## config.mk

```make
export PLATFORM = sky130hd
export DESIGN_NAME = e1_err_bank
export DESIGN_NICKNAME = d
export VERILOG_FILES = /design/src/rtl/e1_err_pkg.sv /design/src/rtl/e1_viol_det.sv /design/src/rtl/e1_win_timer.sv /design/src/rtl/e1_err_ctr.sv /design/src/rtl/e1_err_bank.sv
export SDC_FILE = /design/constraint.sdc
export NUM_CORES = 1
export LEC_CHECK = 0
export CAP_MARGIN = 0
export CORE_MARGIN = 1.5
export CORE_UTILIZATION = 60
export CTS_CLUSTER_DIAMETER = 30
export DETAILED_ROUTE_END_ITERATION = 12
export GPL_ROUTABILITY_DRIVEN = 0
export PLACE_DENSITY = 0.82
export RECOVER_POWER = 100
export SETUP_SLACK_MARGIN = 0.15
export SLEW_MARGIN = 20
export SYNTH_ARGS = -nofsm -noshare
export SYNTH_HDL_FRONTEND = slang
export SYNTH_SLANG_ARGS = --single-unit
```

## constraint.sdc

```tcl
create_clock -name clk -period 6.3 [get_ports clk]
set_input_delay 1.26 -clock clk [delete_from_list [all_inputs] [get_ports clk]]
set_output_delay 1.26 -clock clk [all_outputs]
set_load 0.01 [all_outputs]
```

## src/rtl/e1_err_pkg.sv

```systemverilog
package e1_err_pkg;
    localparam int VIOL_W = 16;
    localparam int CRC_W  = 10;
    localparam int EBIT_W = 10;
    localparam int FAS_W  = 12;
    localparam int ZRUN_W = 3;
    localparam logic [ZRUN_W-1:0] ZRUN_MAX = ZRUN_W'(4);

    typedef struct packed {
        logic              seen;   // any mark since reset
        logic              pol;    // polarity of last mark, 1 = negative
        logic              vseen;  // any bipolar violation since reset
        logic              vpol;   // polarity of last bipolar violation
        logic [ZRUN_W-1:0] zrun;   // zero bits since last mark, saturating
    } vdet_st_t;
endpackage

```

## src/rtl/e1_viol_det.sv

```systemverilog
module e1_viol_det
    import e1_err_pkg::*;
(
    input  logic clk,
    input  logic rst_n,
    input  logic pos,
    input  logic neg,
    input  logic cv_sel,
    input  logic hdb3_en,
    output logic viol_inc
);
    vdet_st_t s_q, s_d;
    logic mark, pol, bpv, same_v, hdb3_word;

    always_comb begin
        s_d       = s_q;
        mark      = pos ^ neg;
        pol       = neg;
        bpv       = mark && s_q.seen && (pol == s_q.pol);
        same_v    = s_q.vseen && (pol == s_q.vpol);
        hdb3_word = ((s_q.zrun == ZRUN_W'(2)) || (s_q.zrun == ZRUN_W'(3))) && !same_v;
        if (cv_sel) begin
            viol_inc = bpv && same_v;
        end else begin
            viol_inc = bpv && !(hdb3_en && hdb3_word);
        end
        if (mark) begin
            s_d.seen = 1'b1;
            s_d.pol  = pol;
            s_d.zrun = '0;
            if (bpv) begin
                s_d.vseen = 1'b1;
                s_d.vpol  = pol;
            end
        end else if (!pos && !neg) begin
            s_d.zrun = (s_q.zrun == ZRUN_MAX) ? ZRUN_MAX : s_q.zrun + ZRUN_W'(1);
        end
    end

    always_ff @(posedge clk or negedge rst_n) begin
        if (!rst_n) s_q <= '0;
        else        s_q <= s_d;
    end

    // a cycle with both rails high leaves the polarity history untouched
    a_r3_both_rails_ignored: assert property (@(posedge clk) disable iff (!rst_n)
        (pos && neg) |=> $stable(s_q));

    // a code violation needs an earlier bipolar violation on record
    a_r4_cv_needs_history: assert property (@(posedge clk) disable iff (!rst_n)
        (cv_sel && viol_inc) |-> s_q.vseen);

    // no violation can be reported without a single-rail mark
    a_r3_viol_on_mark: assert property (@(posedge clk) disable iff (!rst_n)
        viol_inc |-> (pos != neg));
endmodule

```

## src/rtl/e1_win_timer.sv

```systemverilog
module e1_win_timer #(
    parameter int FRAMES_LONG  = 8000,
    parameter int FRAMES_SHORT = 500
) (
    input  logic clk,
    input  logic rst_n,
    input  logic frame_tick,
    input  logic short_win,
    output logic boundary,
    output logic win_evt
);
    localparam int CW = $clog2(FRAMES_LONG + 1);
    localparam logic [CW-1:0] LIM_L = CW'(FRAMES_LONG - 1);
    localparam logic [CW-1:0] LIM_S = CW'(FRAMES_SHORT - 1);

    logic [CW-1:0] cnt_q, cnt_d, lim;
    logic          evt_q, evt_d;

    always_comb begin
        lim      = short_win ? LIM_S : LIM_L;
        boundary = frame_tick && (cnt_q >= lim);
        cnt_d    = cnt_q;
        if (frame_tick) cnt_d = boundary ? '0 : cnt_q + CW'(1);
        evt_d    = boundary;
    end

    always_ff @(posedge clk or negedge rst_n) begin
        if (!rst_n) begin
            cnt_q <= '0;
            evt_q <= 1'b0;
        end else begin
            cnt_q <= cnt_d;
            evt_q <= evt_d;
        end
    end

    assign win_evt = evt_q;

    // the window event always follows a frame pulse
    a_r1_evt_after_tick: assert property (@(posedge clk) disable iff (!rst_n)
        win_evt |-> $past(frame_tick));

    // the frame count never passes the long limit
    a_r1_cnt_bound: assert property (@(posedge clk) disable iff (!rst_n)
        cnt_q <= LIM_L);
endmodule

```

## src/rtl/e1_err_ctr.sv

```systemverilog
module e1_err_ctr #(
    parameter int W   = 10,
    parameter bit SAT = 1'b0
) (
    input  logic         clk,
    input  logic         rst_n,
    input  logic         inc,
    input  logic         en,
    input  logic         boundary,
    output logic [W-1:0] hold
);
    localparam logic [W-1:0] MAXV = {W{1'b1}};

    logic [W-1:0] live_q, live_d, hold_q, hold_d, bumped;
    logic         inc_eff;

    generate
        if (SAT) begin : g_sat
            assign bumped = (live_q == MAXV) ? MAXV : live_q + W'(1);
        end else begin : g_wrap
            assign bumped = live_q + W'(1);
        end
    endgenerate

    always_comb begin
        inc_eff = inc && en;
        hold_d  = hold_q;
        live_d  = live_q;
        if (boundary) begin
            hold_d = live_q;
            live_d = W'(inc_eff);
        end else if (inc_eff) begin
            live_d = bumped;
        end
    end

    always_ff @(posedge clk or negedge rst_n) begin
        if (!rst_n) begin
            live_q <= '0;
            hold_q <= '0;
        end else begin
            live_q <= live_d;
            hold_q <= hold_d;
        end
    end

    assign hold = hold_q;

    // a saturating counter stays at its ceiling inside a window
    a_r6_sat_hold: assert property (@(posedge clk) disable iff (!rst_n)
        (SAT && (live_q == MAXV) && !boundary) |=> (live_q == MAXV));

    // a paused counter does not move inside a window
    a_r7_paused_stable: assert property (@(posedge clk) disable iff (!rst_n)
        (!en && !boundary) |=> $stable(live_q));

    // holding value changes only at a boundary
    a_r2_hold_only_at_boundary: assert property (@(posedge clk) disable iff (!rst_n)
        !boundary |=> $stable(hold_q));
endmodule

```

## src/rtl/e1_err_bank.sv

```systemverilog
module e1_err_bank
    import e1_err_pkg::*;
#(
    parameter int FRAMES_LONG  = 8000,
    parameter int FRAMES_SHORT = 500
) (
    input  logic       clk,
    input  logic       rst_n,
    input  logic       rx_pos,
    input  logic       rx_neg,
    input  logic       frame_tick,
    input  logic       short_win,
    input  logic       cv_sel,
    input  logic       hdb3_en,
    input  logic       fas_err,
    input  logic       crc_err,
    input  logic       ebit_stb,
    input  logic       ebit_val,
    input  logic       los_fas,
    input  logic       los_crc,
    input  logic [2:0] rd_addr,
    output logic [7:0] rd_data,
    output logic       win_evt
);
    logic              boundary, viol_inc, ebit_zero, deep_ok, frame_ok;
    logic [VIOL_W-1:0] viol_h;
    logic [CRC_W-1:0]  crc_h;
    logic [EBIT_W-1:0] ebit_h;
    logic [FAS_W-1:0]  fas_h;

    assign ebit_zero = ebit_stb && !ebit_val;
    assign deep_ok   = !los_fas && !los_crc;
    assign frame_ok  = !los_fas;

    e1_win_timer #(.FRAMES_LONG(FRAMES_LONG), .FRAMES_SHORT(FRAMES_SHORT)) u_timer (
        .clk(clk), .rst_n(rst_n), .frame_tick(frame_tick), .short_win(short_win),
        .boundary(boundary), .win_evt(win_evt)
    );

    e1_viol_det u_vdet (
        .clk(clk), .rst_n(rst_n), .pos(rx_pos), .neg(rx_neg),
        .cv_sel(cv_sel), .hdb3_en(hdb3_en), .viol_inc(viol_inc)
    );

    e1_err_ctr #(.W(VIOL_W), .SAT(1'b1)) u_viol (
        .clk(clk), .rst_n(rst_n), .inc(viol_inc), .en(1'b1),
        .boundary(boundary), .hold(viol_h)
    );

    e1_err_ctr #(.W(CRC_W), .SAT(1'b0)) u_crc (
        .clk(clk), .rst_n(rst_n), .inc(crc_err), .en(deep_ok),
        .boundary(boundary), .hold(crc_h)
    );

    e1_err_ctr #(.W(EBIT_W), .SAT(1'b0)) u_ebit (
        .clk(clk), .rst_n(rst_n), .inc(ebit_zero), .en(deep_ok),
        .boundary(boundary), .hold(ebit_h)
    );

    e1_err_ctr #(.W(FAS_W), .SAT(1'b0)) u_fas (
        .clk(clk), .rst_n(rst_n), .inc(fas_err), .en(frame_ok),
        .boundary(boundary), .hold(fas_h)
    );

    // byte map of the holding registers
    always_comb begin
        case (rd_addr)
            3'd0:    rd_data = viol_h[15:8];
            3'd1:    rd_data = viol_h[7:0];
            3'd2:    rd_data = {6'b0, crc_h[9:8]};
            3'd3:    rd_data = crc_h[7:0];
            3'd4:    rd_data = {2'b0, fas_h[11:6]};
            3'd5:    rd_data = {fas_h[5:0], ebit_h[9:8]};
            3'd6:    rd_data = ebit_h[7:0];
            default: rd_data = 8'h00;
        endcase
    end

    // the window event cannot appear without a frame pulse having been seen
    a_r11_quiet_evt: assert property (@(posedge clk) disable iff (!rst_n)
        (!$past(frame_tick)) |-> !win_evt);
endmodule

```

==> out/metrics.yaml <==
worst_setup_path:
  slowest_stage: "dlygate4sd3_1"
  critPathRequiredTime_ns: 5.04
  cp_max_fo: 14
  critPathKind: "in -> out"
  slowest_delay_ns: 0.96
  critPathCaptureType: "primary output"
  crit_top_cell: "dlygate4sd3_1"
  startpoint_type: "input port"
  crit_chain: "dlygate4sd3_1 > inv_1 > nor2_1 > a22oi_1 > a21oi_1 > dlygate4sd3_1"
  crit_arrival_ns: 3.77
layout:
  drive_gt1_frac: 0.1224
  area_growth_syn_to_layout_pct: 14.16
  n_antenna_cell: 0
  nets: 596
yosys:
  synthesis.area_sq_um: 5939
  synth.top_cells.by_count: "dfrtp_1 (117), nor2_1 (72), nand2_1 (30)"
  synth.top_cells.by_area: "dfrtp_1 (49%), mux2_4 (5.8%), mux2_2 (5.3%), nor2_1 (4.6%), ha_1 (3.8%)"
  synth_area_per_cell_sq_um: 11.10
  synth_edf_count: 0
  yosysTopAreaCell: "dfrtp_1"
  ys_ff_latch: 117
  synth.top_cell.area_share: 0.4929
  async_flop_share: 1.000
  yosysSeqAreaShare: 0.4929
  netlist_instances: 535
  synth_cell_types: 43
  synth.most_common_cell: "dfrtp_1"
  synth_flop_cell: "dfrtp_1"
  synth_nets: 570
  yosys_warnings: 0
clocking:
  hold_buffers: 0
  cts_setup_buffers: 0
  clock-sinks: 117
  cts-root-buf: "clkbuf_8"
  cts_buffers: 17
  cts_resized: 0
  cts_tree: "done"
  clock_latency_ns: 0.53
  path_clk_slew_ns: 0.06
  htreeDepth: 4
  clk_path_buf_depth: 2
power:
  report.power.total_uw: 2254
  power.share.sequential: 0.427
  p_int_uw: 1648
  power_frac_comb: 0.128
  switching_share: 0.2686
  clock_power_share: 0.445
  total_leakage_power_uw: 0.003087
  power_density_nw_per_um2: 332.4
  ir_drop_mv: 0.2457
  p_sw_uw: 605.4
die:
  dieArea_sq_um: 10510
  rows: 36
  die_w_microns: 102.5
  die_h_microns: 102.5
  ios: 26
  core_area_sq_um: 9684
  start_util: 0.6133
sta:
  slew_headroom: -0.6991
  worst_clock_skew_ns: 0.01441
  drv_slew: 175
  fmax_mhz: 198.9
  setup_viol: 0
  post-route-min-period_ns: 5.027
  rsz0062_at_grt: "false"
  min_period_over_period: 0.7979
  final_hold_viol_count: 0
  tightestPinTransition_ns: 2.549
  fin_setup_tns_ns: 0
hold_path:
  min_path_type: "reg -> reg"
detailed_routing:
  wl_mm: 12.52
  routed_via_density: 6.027
  wire_per_inst_microns: 17.75
  drtPass1Iterations: 4
  drc_errors: 0
  vias: 4249
  detailedRoute.firstIterationViolations: 228
  postRouteAntennaNets: 0
grt:
  grt_max_degree: 72
  grtUsageTotal: 0.2599
  grt_pass1_wl_mm: 20.54
  grt-ovfl-total: 0
  grt_pass1_vias: 4158
  antenna_found_initial: 0
outcome:
  outcome: "finished with violations"
  violations: "capacitance limit, slew limit"
job:
  cap_violations: 4
placement:
  portBuffers: 25
  dp_hpwl_mm: 8.420
-- sequential cells by signal (all words and copies together), names as in the netlist --
register and flops:
u_ebit.hold 10, u_fas.live_q 12, u_vdet.s_q 7, u_crc.live_q 10
u_viol.hold 16, u_timer.win_evt 1, u_timer.cnt_q 13, u_viol.live_q 16
u_crc.hold 10, u_ebit.live_q 10, u_fas.hold 12
-- layer usage --
metal / vias to the layer above / track usage / share of wire
met4: 0 / 0.09273 / 0.013
met2: 119 / 0.4284 / 0.50
met5: - / 0 / 0
met3: 16 / 0.06373 / 0.048
met1: 2138 / 0.3374 / 0.44
li1: 1976 / - / -
-- placed cells by master, fill, tap and decap left out, types with 5 or more instances in the layout --
master,instances
dfrtp_1,117
nor2_1,72
nand2_1,30
mux2_2,28
mux2_1,23
a21oi_1,22
xnor2_1,22
o21ai_0,18
ha_1,18
nand3_1,17
xor2_1,17
clkbuf_16,16
nand4_1,14
nor3_1,13
clkdlybuf4s50_1,13
inv_1,12
and3_1,11
dlygate4sd3_1,11
and4_1,10
mux2i_1,9
a31oi_1,8
a22oi_1,6
mux4_2,5
a211oi_1,5
and2_1,5
a311oi_1,5
clkbuf_8,5
-- final timing paths --
check	startpoint	to	slack, ns	cells past startpoint
max reg2reg	u_timer.cnt_q[2]	u_fas.hold[4]	2.31	7
max	rd_addr[0]	rd_data[2]	1.27	6
min reg2reg	u_viol.hold[6]	u_viol.hold[6]	0.49	1
min	u_viol.hold[6]	u_viol.hold[6]	0.49	1
min in group asynchronous	rst_n	u_ebit.live_q[2]	1.52	1
max in group asynchronous	rst_n	u_vdet.s_q[4]	2.03	2
-- power by group through the flow --
stage / Clock, uW / Combinational [uW] / Sequential (uW)
finish: 1000 / 288 / 962
detailed placement: 0 / 288 / 970
global placement: 0 / 269 / 960
floorplan: 0 / 214 / 932
CTS: 1020 / 292 / 960
global route: 1050 / 331 / 977
-- critical path, delay by kind of cell --
family          cells  cell delay [ns]
buf+inv             3             1.78
simple gates        1             0.36
compound gates      2             0.36
-- through the flow --
step                cells  utilization  hold WS [ns]  setup slack, ns  instance area, sq um
floorplan             535            -        0.4616            2.493                  5939
global placement      675       0.6470        0.4782            1.555                  6266
detailed placement    675       0.6470        0.4831            1.422                  6266
CTS                   705       0.7110        0.4995            1.419                  6885
global route          705       0.7001        0.5103            1.015                  6780
finish                705       0.7001        0.4936            1.273                  6780
-- cell type report --
type	instances	area, sq um
Sequential cell	117	2928
Fill cell	697	2904
Multi-Input combinational cell	385	2764
Clock buffer	21	469.2
Timing Repair Buffer	28	257.7
Tap cell	133	166.4
Clock inverter	9	150.1
Inverter	12	45.04
-- kinds of logic after synthesis --
logic type / count (synthesis) / synth area share
AOI/OAI and AO/OA: 77 / 0.08511
xor gates and xnor gates: 39 / 0.05751
adders and majority gates: 18 / 0.03792
buffers and inverters: 33 / 0.02823
DFF: 117 / 0.4929
muxes: 65 / 0.1454
and+or+nand+nor: 186 / 0.1529
No activity file was read; power rests on OpenSTA's default activity.
